--- src/rtl/jdbl_pkg.sv ---
package jdbl_pkg;

  typedef enum logic [1:0] {
    OP_COPY = 2'd0,
    OP_ADD  = 2'd1,
    OP_SUB  = 2'd2,
    OP_MUL  = 2'd3
  } op_e;

  localparam int IDX_W    = 4;
  localparam int NSTORE   = 9;
  localparam int PROG_LEN = 23;
  localparam int PC_W     = $clog2(PROG_LEN);

  typedef logic [IDX_W-1:0] ridx_t;
  typedef logic [PC_W-1:0]  pc_t;

  // register file slots; K_HALF is a read-only constant slot
  localparam ridx_t K_X    = 4'd0;
  localparam ridx_t K_Y    = 4'd1;
  localparam ridx_t K_Z    = 4'd2;
  localparam ridx_t K_OX   = 4'd3;
  localparam ridx_t K_OY   = 4'd4;
  localparam ridx_t K_OZ   = 4'd5;
  localparam ridx_t K_S1   = 4'd6;
  localparam ridx_t K_S2   = 4'd7;
  localparam ridx_t K_S3   = 4'd8;
  localparam ridx_t K_HALF = 4'd9;

  typedef struct packed {
    op_e   op;
    ridx_t sa;
    ridx_t sb;
    ridx_t dst;
  } uop_t;

  localparam pc_t LAST_PC = pc_t'(PROG_LEN - 1);

  // micro-program: dst <= sa (op) sb ; copy uses sa only
  function automatic uop_t prog_rom(input pc_t pc);
    uop_t u;
    case (pc)
      5'd0:  u = '{OP_COPY, K_Z,  K_Z,    K_S1};
      5'd1:  u = '{OP_MUL,  K_Z,  K_S1,   K_S1};
      5'd2:  u = '{OP_SUB,  K_X,  K_S1,   K_S2};
      5'd3:  u = '{OP_ADD,  K_X,  K_S1,   K_S1};
      5'd4:  u = '{OP_MUL,  K_S1, K_S2,   K_S2};
      5'd5:  u = '{OP_ADD,  K_S2, K_S2,   K_S1};
      5'd6:  u = '{OP_ADD,  K_S1, K_S2,   K_S2};
      5'd7:  u = '{OP_ADD,  K_Y,  K_Y,    K_OY};
      5'd8:  u = '{OP_MUL,  K_Z,  K_OY,   K_OZ};
      5'd9:  u = '{OP_COPY, K_OY, K_OY,   K_S1};
      5'd10: u = '{OP_COPY, K_OY, K_OY,   K_S3};
      5'd11: u = '{OP_MUL,  K_S1, K_S3,   K_OY};
      5'd12: u = '{OP_MUL,  K_X,  K_OY,   K_S3};
      5'd13: u = '{OP_COPY, K_OY, K_OY,   K_S1};
      5'd14: u = '{OP_MUL,  K_OY, K_S1,   K_S1};
      5'd15: u = '{OP_MUL,  K_S1, K_HALF, K_OY};
      5'd16: u = '{OP_COPY, K_S2, K_S2,   K_S1};
      5'd17: u = '{OP_MUL,  K_S1, K_S2,   K_OX};
      5'd18: u = '{OP_ADD,  K_S3, K_S3,   K_S1};
      5'd19: u = '{OP_SUB,  K_OX, K_S1,   K_OX};
      5'd20: u = '{OP_SUB,  K_S3, K_OX,   K_S1};
      5'd21: u = '{OP_MUL,  K_S1, K_S2,   K_S1};
      5'd22: u = '{OP_SUB,  K_S1, K_OY,   K_OY};
      default: u = '{OP_COPY, K_S1, K_S1, K_S1};
    endcase
    return u;
  endfunction

endpackage

--- src/rtl/jdbl_regfile.sv ---
module jdbl_regfile
  import jdbl_pkg::*;
#(
  parameter int              W    = 8,
  parameter logic [W-1:0]    HALF = 8'd126
) (
  input  logic         clk,
  input  logic         rst_n,
  input  logic         load,
  input  logic [W-1:0] in_x,
  input  logic [W-1:0] in_y,
  input  logic [W-1:0] in_z,
  input  logic         wr_en,
  input  ridx_t        wr_idx,
  input  logic [W-1:0] wr_data,
  input  ridx_t        rd_a_idx,
  input  ridx_t        rd_b_idx,
  output logic [W-1:0] rd_a,
  output logic [W-1:0] rd_b,
  output logic [W-1:0] res_x,
  output logic [W-1:0] res_y,
  output logic [W-1:0] res_z
);

  logic [W-1:0] regs [NSTORE];

  function automatic logic [W-1:0] load_val(input int slot,
                                            input logic [W-1:0] x,
                                            input logic [W-1:0] y,
                                            input logic [W-1:0] z);
    if (slot == int'(K_X)) return x;
    if (slot == int'(K_Y)) return y;
    if (slot == int'(K_Z)) return z;
    return '0;
  endfunction

  always_ff @(posedge clk) begin
    for (int i = 0; i < NSTORE; i++) begin
      if (!rst_n)
        regs[i] <= '0;
      else if (load)
        regs[i] <= load_val(i, in_x, in_y, in_z);
      else if (wr_en && (int'(wr_idx) == i))
        regs[i] <= wr_data;
    end
  end

  function automatic logic [W-1:0] rd(input ridx_t idx);
    logic [W-1:0] v;
    v = '0;
    if (idx == K_HALF)
      v = HALF;
    else
      for (int i = 0; i < NSTORE; i++)
        if (int'(idx) == i) v = regs[i];
    return v;
  endfunction

  assign rd_a  = rd(rd_a_idx);
  assign rd_b  = rd(rd_b_idx);
  assign res_x = regs[K_OX];
  assign res_y = regs[K_OY];
  assign res_z = regs[K_OZ];

endmodule

--- src/rtl/jdbl_addsub.sv ---
module jdbl_addsub #(
  parameter int W = 8,
  parameter int Q = 251
) (
  input  logic         sub,
  input  logic [W-1:0] a,
  input  logic [W-1:0] b,
  output logic [W-1:0] y
);

  localparam logic [W:0] QX = (W+1)'(Q);

  // single conditional correction keeps results in [0, Q)
  function automatic logic [W-1:0] f_add(input logic [W-1:0] x, input logic [W-1:0] z);
    logic [W:0] s;
    s = {1'b0, x} + {1'b0, z};
    if (s >= QX) s = s - QX;
    return s[W-1:0];
  endfunction

  function automatic logic [W-1:0] f_sub(input logic [W-1:0] x, input logic [W-1:0] z);
    logic [W:0] d;
    d = {1'b0, x} - {1'b0, z};
    if (x < z) d = d + QX;
    return d[W-1:0];
  endfunction

  assign y = sub ? f_sub(a, b) : f_add(a, b);

endmodule

--- src/rtl/jdbl_modmul.sv ---
module jdbl_modmul #(
  parameter int W = 8,
  parameter int Q = 251
) (
  input  logic         clk,
  input  logic         rst_n,
  input  logic         start,
  input  logic [W-1:0] a,
  input  logic [W-1:0] b,
  output logic         done,
  output logic [W-1:0] y
);

  localparam int         CW = $clog2(W + 1);
  localparam logic [W+1:0] QX = (W+2)'(Q);

  logic [W-1:0]  opa;
  logic [W-1:0]  opb;
  logic [W-1:0]  acc;
  logic [CW-1:0] cnt;
  logic          running;

  // one MSB-first step: acc = 2*acc + bit*opa, reduced mod Q
  function automatic logic [W-1:0] mstep(input logic [W-1:0] ac,
                                         input logic [W-1:0] x,
                                         input logic         bit_i);
    logic [W+1:0] t;
    t = {1'b0, ac, 1'b0};
    if (t >= QX) t = t - QX;
    if (bit_i) t = t + {2'b00, x};
    if (t >= QX) t = t - QX;
    return t[W-1:0];
  endfunction

  always_ff @(posedge clk) begin
    if (!rst_n) begin
      opa     <= '0;
      opb     <= '0;
      acc     <= '0;
      cnt     <= '0;
      running <= 1'b0;
      done    <= 1'b0;
    end else if (start) begin
      opa     <= a;
      opb     <= b;
      acc     <= '0;
      cnt     <= CW'(W);
      running <= 1'b1;
      done    <= 1'b0;
    end else if (running) begin
      acc <= mstep(acc, opa, opb[W-1]);
      opb <= opb << 1;
      cnt <= cnt - 1'b1;
      if (cnt == CW'(1)) begin
        running <= 1'b0;
        done    <= 1'b1;
      end
    end else begin
      done <= 1'b0;
    end
  end

  assign y = acc;

endmodule

--- src/rtl/jdbl_core.sv ---
module jdbl_core
  import jdbl_pkg::*;
#(
  parameter int           W    = 8,
  parameter int           Q    = 251,
  parameter logic [W-1:0] HALF = W'((Q + 1) / 2)
) (
  input  logic         clk,
  input  logic         rst_n,
  input  logic         start,
  input  logic [W-1:0] px,
  input  logic [W-1:0] py,
  input  logic [W-1:0] pz,
  output logic         busy,
  output logic         done,
  output logic [W-1:0] rx,
  output logic [W-1:0] ry,
  output logic [W-1:0] rz
);

  typedef enum logic [1:0] {S_IDLE, S_RUN, S_MWAIT, S_FIN} st_e;

  st_e          state;
  pc_t          pc;
  uop_t         cur;
  logic         inf_q;
  logic         load;
  logic         wr_en;
  logic [W-1:0] wr_data;
  logic         mul_start;
  logic         mul_done;
  logic [W-1:0] mul_y;
  logic [W-1:0] rd_a, rd_b, as_y;
  logic [W-1:0] fx, fy, fz;
  ridx_t        mul_sel_a, mul_sel_b;
  logic         step_adv;

  assign cur       = prog_rom(pc);
  assign load      = (state == S_IDLE) && start;
  assign mul_sel_a = cur.sa;
  assign mul_sel_b = cur.sb;

  always_comb begin
    wr_en     = 1'b0;
    wr_data   = as_y;
    mul_start = 1'b0;
    step_adv  = 1'b0;
    if (state == S_RUN) begin
      if (cur.op == OP_MUL) begin
        mul_start = 1'b1;
      end else begin
        wr_en    = 1'b1;
        wr_data  = (cur.op == OP_COPY) ? rd_a : as_y;
        step_adv = 1'b1;
      end
    end else if (state == S_MWAIT && mul_done) begin
      wr_en    = 1'b1;
      wr_data  = mul_y;
      step_adv = 1'b1;
    end
  end

  jdbl_regfile #(.W(W), .HALF(HALF)) u_rf (
    .clk(clk), .rst_n(rst_n), .load(load),
    .in_x(px), .in_y(py), .in_z(pz),
    .wr_en(wr_en), .wr_idx(cur.dst), .wr_data(wr_data),
    .rd_a_idx(cur.sa), .rd_b_idx(cur.sb), .rd_a(rd_a), .rd_b(rd_b),
    .res_x(fx), .res_y(fy), .res_z(fz)
  );

  jdbl_addsub #(.W(W), .Q(Q)) u_as (
    .sub(cur.op == OP_SUB), .a(rd_a), .b(rd_b), .y(as_y)
  );

  jdbl_modmul #(.W(W), .Q(Q)) u_mul (
    .clk(clk), .rst_n(rst_n), .start(mul_start),
    .a(rd_a), .b(rd_b), .done(mul_done), .y(mul_y)
  );

  always_ff @(posedge clk) begin
    if (!rst_n) begin
      state <= S_IDLE;
      pc    <= '0;
      inf_q <= 1'b0;
      done  <= 1'b0;
      rx    <= '0;
      ry    <= '0;
      rz    <= '0;
    end else begin
      done <= 1'b0;
      case (state)
        S_IDLE: if (start) begin
          inf_q <= (pz == '0);
          pc    <= '0;
          state <= S_RUN;
        end
        S_RUN, S_MWAIT: begin
          if (mul_start) state <= S_MWAIT;
          if (step_adv) begin
            if (pc == LAST_PC) state <= S_FIN;
            else begin
              pc    <= pc + 1'b1;
              state <= S_RUN;
            end
          end
        end
        S_FIN: begin
          rx    <= inf_q ? W'(1) : fx;
          ry    <= inf_q ? W'(1) : fy;
          rz    <= inf_q ? '0    : fz;
          done  <= 1'b1;
          state <= S_IDLE;
        end
        default: state <= S_IDLE;
      endcase
    end
  end

  assign busy = (state != S_IDLE);

endmodule

--- config.mk ---
export PLATFORM = sky130hd
export DESIGN_NAME = jdbl_core
export DESIGN_NICKNAME = d
export VERILOG_FILES = /design/src/rtl/jdbl_pkg.sv /design/src/rtl/jdbl_regfile.sv /design/src/rtl/jdbl_addsub.sv /design/src/rtl/jdbl_modmul.sv /design/src/rtl/jdbl_core.sv
export SDC_FILE = /design/constraint.sdc
export NUM_CORES = 1
export LEC_CHECK = 0
export BUFFER_PORTS_ARGS = -buffer_cell sky130_fd_sc_hd__clkbuf_2
export CAP_MARGIN = 20
export CORE_AREA = 4 4 180 182
export CTS_BUF_LIST = sky130_fd_sc_hd__clkbuf_16
export DETAILED_ROUTE_END_ITERATION = 10
export DIE_AREA = 0 0 184 186
export GPL_ROUTABILITY_DRIVEN = 1
export SYNTH_ARGS = -nofsm -noshare
export SYNTH_HDL_FRONTEND = slang
export SYNTH_HIERARCHICAL = 1
export SYNTH_SLANG_ARGS = --single-unit
--- constraint.sdc ---
create_clock -name clk -period 5.75 [get_ports clk]
set_input_delay 0.8625 -clock clk [delete_from_list [all_inputs] [get_ports clk]]
set_output_delay 0.8625 -clock clk [all_outputs]
set_load 0.03 [all_outputs]
### After elaboration in Yosys (flattened, before gate mapping)

Memory sizes are Yosys's and may differ from the RTL's. A register that Yosys moved wholly into a read port is not among the register bits.
Index checks and enable logic that the tools add are counted.
Widths: inputs -> output; s select.

* memories kept: 2
* memory bits (writable): 72
* bits in read-only memories: 448
* flip-flop bits (word level): 63
* output and inout bits: 26

Memory list
* (name not given): words 32, width 14, rd ports 1, clocked after memory_dff 1, write ports 0, RTL line jdbl_pkg.sv:42 `case (pc)`
* u_rf.regs: words 9, width 8, rd ports 9, clocked after memory_dff 0, write ports 9, RTL line jdbl_regfile.sv:25 `logic [W-1:0] regs [NSTORE];`

* reductions and logical operators: 26
* eq/ne operators: 37
* bitwise gates (word level): 20
* add/sub/neg operators: 9
* magnitude comparators: 4
* mux-type cells: 132

Operators with widths (number)
* $mux 8: 60
* $mux 10: 8
* $eq 4x4->1 const B: 17
* $mux 1: 51
* $mux 5: 5
* $eq 4x3->1 const B: 6
* $ge 9x8->1 const B: 2
* $or 1x1->1: 18
* $sub 8x8->8 const B: 2
* $eq 4x2->1 const B: 3
* $logic_not 4->1: 3
* $logic_and 1x1->1: 11
* $add 10x8->10: 1
* $ge 10x8->1 const B: 1
* $pmux 5 s2: 1
* $sub 9x8->10 const B: 1
* $add 8x8->9: 1
* $add 8x8->8 const B: 1
* $eq 2x2->1 const B: 4
* $logic_not 8->1: 1
* $lt 8x8->1: 1
* $mux 2: 4
* $mux 4: 2
* $sub 8x8->8: 1
* 16 further kinds: 23

### Longest topological paths before layout

Gate-level depths: netlist of the first run.

* word-level depth: 19
* mapped depth: 21
* mapped depth without buffers: 19

### Modules after synthesis

The synthesis of the first run kept the hierarchy.

Modules (own cells, without submodules)
* jdbl_regfile: times used 1, area an instance 4576.9 sq um, cells an instance 420, seq. area each 2162.1 sq um
* jdbl_core: times used 1, area an instance 2636.3 sq um, cells an instance 308, seq. area each 940.9 sq um
* jdbl_modmul: times used 1, area an instance 2263.4 sq um, cells an instance 270, seq. area each 600.6 sq um
* jdbl_addsub: times used 1, area an instance 1219.9 sq um, cells an instance 160, seq. area each 0.0 sq um

### Worst setup path after synthesis of the first run

No wires, ideal clock.

* path type: register to register
* from: register cur[8] (netlist name)
* to: memory u_rf.regs[0][3] (data pin)
* slack: 1.361 ns
* buffers on the path: 2
* stages on the path, launching flop included: 19
* data arrival time: 4.133 ns
* cell sequence: dfxtp_1 buf_4 buf_2 nand2b_1 nor2_1 nor3_1 a21oi_1 o21ai_0 ha_1 nor3b_2 nor3_1 xnor2_1 o211ai_1 o41ai_4 a21boi_2 o31a_1 a211oi_1 a31oi_1 a22o_1

RTL lines (RTL line)
* to (decl): jdbl_regfile.sv:25

==> results of run 1 <==
-- layout make-up --
type	instances	area [um2]	share of cell area, %
multi-input combinational	904	6510	54.3
sequential	149	3710	30.9
clock inverter	15	159	1.33
clock buffer	17	425	3.55
tap	396	495	4.13
inverter	43	175	1.46
timing repair buffer	87	513	4.28
-- critical path: cells and delay by family, from the launching register on --
family	cells	cell delay, ps
compound gates	11	2850
xor+xnor	1	240
fa+ha+maj	2	560
buf+inv	2	540
flops	1	510
simple gates	2	380
-- cells by family (layout without fill, tap and decap cells) --
kind of cell               after synthesis  after routing  synth area share (%)
muxes                                   60             60                  7.42
AOI/OAI and AO/OA                      351            351                  23.0
buffers and inverters                  105            162                  4.53
adders and majority gates               47             47                  5.71
DFF                                    149            149                  34.6
xor gates and xnor gates                22             22                  2.18
and+or+nand+nor                        424            424                  22.5
-- power breakdown --
part	internal, mW	switching, mW	leakage (nW)	total (mW)
sequential	1.19	0.0961	1.40	1.29
combinational	0.642	1.11	3.04	1.75
clock	0.583	0.547	0.282	1.13
total	2.42	1.75	4.73	4.17
-- per-layer routing --
metal | part of all wire [%] | routed length, um | track usage, %
met1 | 46 | 15300 | 28.1
met2 | 45 | 15200 | 29.9
met3 | 5.8 | 1930 | 2.58
met4 | 2.8 | 936 | 6.24
met5 | 0 | 0 | 0
-- repair_timing --
item / CTS / global route
hold endpoints to repair: 0 / 0
endpoints found under the setup margin: 0 / 54
resized for setup: 0 / 3
-- flip-flops by register name (all words and copies together) (netlist names) --
register,cells
cur,14
done,1
inf_q,1
pc,5
rx,8
ry,8
rz,8
state,2
u_mul/cnt,4
u_mul/done,1
u_mul/opa,8
u_mul/opb,8
u_mul/running,1
u_mul/y,8
u_rf/regs,72
-- worst min-delay path by stage --
stage | from | end
after floorplan | inf_q$_SDFFE_PN0P_ | inf_q$_SDFFE_PN0P_
final | inf_q$_SDFFE_PN0P_ | inf_q$_SDFFE_PN0P_
after CTS | inf_q$_SDFFE_PN0P_ | inf_q$_SDFFE_PN0P_
after detailed placement | inf_q$_SDFFE_PN0P_ | inf_q$_SDFFE_PN0P_
after global routing | inf_q$_SDFFE_PN0P_ | inf_q$_SDFFE_PN0P_
after global placement | inf_q$_SDFFE_PN0P_ | inf_q$_SDFFE_PN0P_
-- layout by cell type, fill, tap and decap left out, types with 14 or more instances in the layout --
| master | synthesis | routed |
|---|---|---|
| edfxtp_1 | 72 | 72 |
| nand2b_1 | 22 | 22 |
| nand3_1 | 16 | 16 |
| mux4_2 | 14 | 14 |
| nor2_1 | 66 | 66 |
| mux2i_1 | 38 | 38 |
| buf_4 | 6 | 30 |
| dfxtp_1 | 77 | 75 |
| a31oi_1 | 23 | 23 |
| a22o_1 | 27 | 27 |
| nor3_1 | 20 | 20 |
| nor2b_1 | 65 | 64 |
| a21o_1 | 17 | 17 |
| nand2_1 | 82 | 82 |
| a21oi_1 | 75 | 75 |
| and2_1 | 64 | 64 |
| clkbuf_16 | 0 | 17 |
| inv_1 | 37 | 37 |
| clkbuf_2 | 1 | 53 |
| ha_1 | 44 | 44 |
| o21ai_0 | 78 | 77 |
| a211oi_1 | 14 | 14 |
-- Yosys cell counts, types with 16 or more instances --
cell and count:
nand2_1 82, o21ai_0 78, dfxtp_1 77, a21oi_1 75, edfxtp_1 72, nor2_1 66
nor2b_1 65, and2_1 64, ha_1 44, mux2i_1 38, inv_1 37, clkbuf_1 33
a22o_1 27, a31oi_1 23, nand2b_1 22, nor3_1 20, buf_2 18, a21o_1 17
nand3_1 16
-- metrics by stage --
stage | hold slack (ps) | cells | setup WS, ps
floorplan | 444 | 1158 | 1360
global placement | 468 | 1574 | 359
detailed placement | 474 | 1574 | 218
CTS | 484 | 1606 | 227
global route | 519 | 1611 | 74.6
finish | 479 | 1611 | 423
==> impl_metrics.yaml, run 1 <==
power:
  power_density_mw_per_mm2: 348
  leakage_nw: 4.73
  vdd_ir_drop_max_mv: 0.191
  p_total_mw: 4.17
grt:
  antenna_found_initial: 0
  grt_pass1_vias: 8672
  grt_use_total_pct: 19.4
  grt_pass1_wl_um: 51400
  grt_overflow: 0
  grt_max_degree: 53
clock_tree:
  holdBufCountCts: 0
  numCtsBuffers: 17
  htreeDepth: 4
  cts_num_sinks: 149
  insertion_delay_ps: 430
  tritoncts: "done"
  postCtsSetupRepairBufs: 0
  root_buffer: "clkbuf_16"
  clkTransAtPathRegs_ps: 80
  cts_buffer_depth: 2
setup_path:
  criticalPathCategory: "reg -> reg"
  crit_path_end_kind: "flip-flop"
  crit_path_cell_trace: "buf_4 > nor2b_1 > a22oi_1 > a211o_1 > a21oi_1 > ha_1 > fa_1 > nand2b_1 > a2bb2oi_2 > xnor2_1 > o211ai_1 > o41ai_4 > a21oi_1 > o31a_1 > a211oi_1 > a31oi_1 > buf_4 > a22o_1"
  critPathRequiredTime_ps: 5950
  cp.arrival_ps: 5520
  cp_slowest_stage_delay_ps: 600
  r2r_start: "cur[8]$_DFF_P_"
  r2r_setup_slack_ps: 420
  setup.worst_path.end: "u_rf/regs[0][2]$_DFFE_PP_"
  cpMaxStageDelayCell: "o41ai_4"
  cp-start-kind: "flip-flop"
  worstSetupStartpoint: "cur[8]$_DFF_P_"
  cp_max_fo: 15
  rr_worst_depth: 18
  r2r_end: "u_rf/regs[0][2]$_DFFE_PP_"
floorplan:
  die_area_mm2: 0.0342
  rows: 64
  coreArea_mm2: 0.0306
  start_util_pct: 35.0
  die_w_um: 184
  io_pins: 53
  die_h_um: 186
drt:
  route.detailed.drc: 0
  vias_per_cell: 5.70
  drt-initial-drc-count: 848
  wl_per_cell_um: 20.7
  firstDrtPassIters: 6
  finalWirelength_um: 33400
  ant_nets: 0
  num_vias: 9187
placed_design:
  placed_area_mm2: 0.0114
  place.gp.congestion: 0.988
  port-buffer-count: 52
  post-dp-hpwl_um: 24800
synthesis:
  ys_warn_count: 6
  synth_cell_types: 119
  synth_enable_flop_cells: 72
  syn_nets: 1232
  ys_seq_area_share_pct: 34.6
  synth_area_leaders: "edfxtp_1 20%, dfxtp_1 14%, ha_1 5.1%"
  syn_area_mm2: 0.0107
  syn_avg_cell_area_um2: 9.24
  ys.flop_type: "dfxtp_1"
  synth_seq_cells: 149
  synth_top_area_share_pct: 20.2
  async_flop_share_pct: 0
  syn_inst: 1158
  yosys.area.top_type: "edfxtp_1"
sta:
  hold_violations: 0
  max_freq_ghz: 0.188
  final-setup-viol-count: 0
  min_period_ps: 5330
  finalClockSkew_ps: 19.2
  worst_pin_slew_ps: 1120
  maxSlewHeadroom_pct: 25.2
  fin_setup_tns_ps: 0
  drv_slew: 0
  rsz0062_at_grt: "false"
  timing.final.crit_share_pct: 92.6
finish:
  diodes: 0
  area_growth_pct: 12.0
  nets: 1276
  fin_util_pct: 39.2
  fillers: 3081
  drive_above_1_share_pct: 17.0
  stdcell_area_mm2: 0.0120
outcome:
  status: "complete, no violations"
hold_path:
  hold_class: "reg -> reg"
  holdPathStages: 2
run:
  maxCapViolations: 0
Note: power is estimated with default switching activity, not from simulation.
==> run 2: changes to the inputs <==
--- a/config.mk
+++ b/config.mk
@@ -12,6 +12,7 @@
 export DETAILED_ROUTE_END_ITERATION = 10
 export DIE_AREA = 0 0 184 186
 export GPL_ROUTABILITY_DRIVEN = 1
+export PLACE_DENSITY = 0.48
 export SYNTH_ARGS = -nofsm -noshare
 export SYNTH_HDL_FRONTEND = slang
 export SYNTH_HIERARCHICAL = 1
==> impl_metrics.yaml, run 2 (synthesized netlist as in run 1, its figures left out) <==
grt:
  grt_pass1_vias: 8490
  antenna_found_initial: 1
  grt_pass1_wl_um: 52100
  grt_use_total_pct: 19.9
  grt_max_degree: 53
  grt_overflow: 0
clock_tree:
  holdBufCountCts: 0
  clkTransAtPathRegs_ps: 70
  htreeDepth: 4
  insertion_delay_ps: 440
  cts_buffer_depth: 2
  root_buffer: "clkbuf_16"
  numCtsBuffers: 17
  cts_num_sinks: 149
  tritoncts: "done"
finish:
  layout_commonest_cell: "nand2_1"
  nets: 1278
  largest_reg_flops: 72
  largest-register: "u_rf/regs"
  diodes: 0
  layout_common_cells: "82 x nand2_1, 77 x o21ai_0, 76 x dfxtp_1, 75 x a21oi_1, 72 x edfxtp_1"
  area_growth_pct: 12.2
  drive_above_1_share_pct: 16.8
drt:
  ant_nets: 0
  drt-initial-drc-count: 801
  finalWirelength_um: 34200
  route.detailed.drc: 0
  num_vias: 9185
  vias_per_cell: 5.69
  firstDrtPassIters: 6
  wl_per_cell_um: 21.2
hold_path:
  hold_class: "reg -> reg"
sta:
  drv_slew: 0
  hold_violations: 0
  maxSlewHeadroom_pct: 35.9
  fin_setup_tns_ps: 0
  worst_pin_slew_ps: 961
  rsz0062_at_grt: "false"
  min_period_ps: 5270
  max_freq_ghz: 0.190
  fin_ws_ps: 478
  finalClockSkew_ps: 19.3
  timing.final.crit_share_pct: 91.7
  final-setup-viol-count: 0
placed_design:
  post-dp-hpwl_um: 25400
  pre_cts_ws_ps: 331
  place.gp.congestion: 0.921
  port-buffer-count: 52
floorplan:
  rows: 64
  die_area_mm2: 0.0342
  coreArea_mm2: 0.0306
  die_h_um: 186
  start_util_pct: 35.0
  die_w_um: 184
  io_pins: 53
power:
  p_total_mw: 4.16
  power_density_mw_per_mm2: 346
  leakage_nw: 4.74
  vdd_ir_drop_max_mv: 0.255
setup_path:
  cpMaxStageDelayCell: "dfxtp_1"
  crit_path_end_kind: "flip-flop"
  cp-start-kind: "flip-flop"
  cp.arrival_ps: 5460
  crit_path_cell_trace: "buf_4 > nor2_1 > o21ai_0 > o221ai_1 > a21oi_1 > ha_1 > fa_1 > nand2b_1 > a2bb2oi_2 > xnor2_1 > o211ai_1 > o41ai_4 > a21boi_2 > o31a_1 > a211oi_1 > a31oi_1 > buf_4 > a22o_1"
  cp_max_fo: 14
  cp_slowest_stage_delay_ps: 630
  path_common_cell: "buf_4"
  critPathRequiredTime_ps: 5940
  criticalPathCategory: "reg -> reg"
outcome:
  status: "complete, no violations"
run:
  maxCapViolations: 0
[run 2: what timing repair did]
item | CTS | global route
setup endpoints to repair | 0 | 54
gates resized for setup | 0 | 2
buffers inserted | 0 | 0
[run 2: worst paths after layout]
check                            start                         to  slack [ps]  depth (start not counted)
max reg2reg             cur[9]$_DFF_P_  u_rf/regs[0][3]$_DFFE_PP_         480                         18
min reg2reg  u_mul/cnt[1]$_SDFFE_PP0P_  u_mul/cnt[1]$_SDFFE_PP0P_         500                          2
min          u_mul/cnt[1]$_SDFFE_PP0P_  u_mul/cnt[1]$_SDFFE_PP0P_         500                          2
max                     cur[9]$_DFF_P_  u_rf/regs[0][3]$_DFFE_PP_         480                         18
[run 2: routing by layer]
| layer | wire [um] | track usage [%] |
|---|---|---|
| met1 | 16500 | 29.7 |
| met2 | 14800 | 28.8 |
| met3 | 2050 | 3.73 |
| met4 | 843 | 6.36 |
| met5 | 0 | 0 |
[run 2: worst max-delay path, delay by kind of cell (launching register included)]
kind            cells  cell delay [ps]
xor+xnor            1              230
buf+inv             2              530
compound gates     11             2800
fa+ha+maj           2              560
simple gates        2              260
flops               1              630
[run 2: metrics by stage]
step | area [um2] | hold WS (ps) | util (%) | cells
5_1_grt | 12000 | 552 | 39.2 | 1613
6_report | 12000 | 498 | 39.2 | 1613
2_1_floorplan | 10700 | 444 | - | 1158
4_1_cts | 12000 | 501 | 39.2 | 1610
3_3_place_gp | 11400 | 487 | 37.3 | 1576
3_5_place_dp | 11400 | 492 | 37.3 | 1578
[run 2: report_power, final]
part	leakage [nW]	internal [mW]	switching [mW]
Clock	0.284	0.590	0.508
Sequential	1.40	1.19	0.0946
Combinational	3.06	0.641	1.13
Total	4.74	2.42	1.74
[run 2: cell type report]
| type | count | area (um2) |
|---|---|---|
| fillers | 3086 | 18600 |
| inverters | 43 | 175 |
| repair buffers | 89 | 548 |
| flip-flops and latches | 149 | 3700 |
| clock inverters | 14 | 119 |
| multi-input cells | 904 | 6510 |
| well taps | 396 | 495 |
| clock buffers | 18 | 450 |
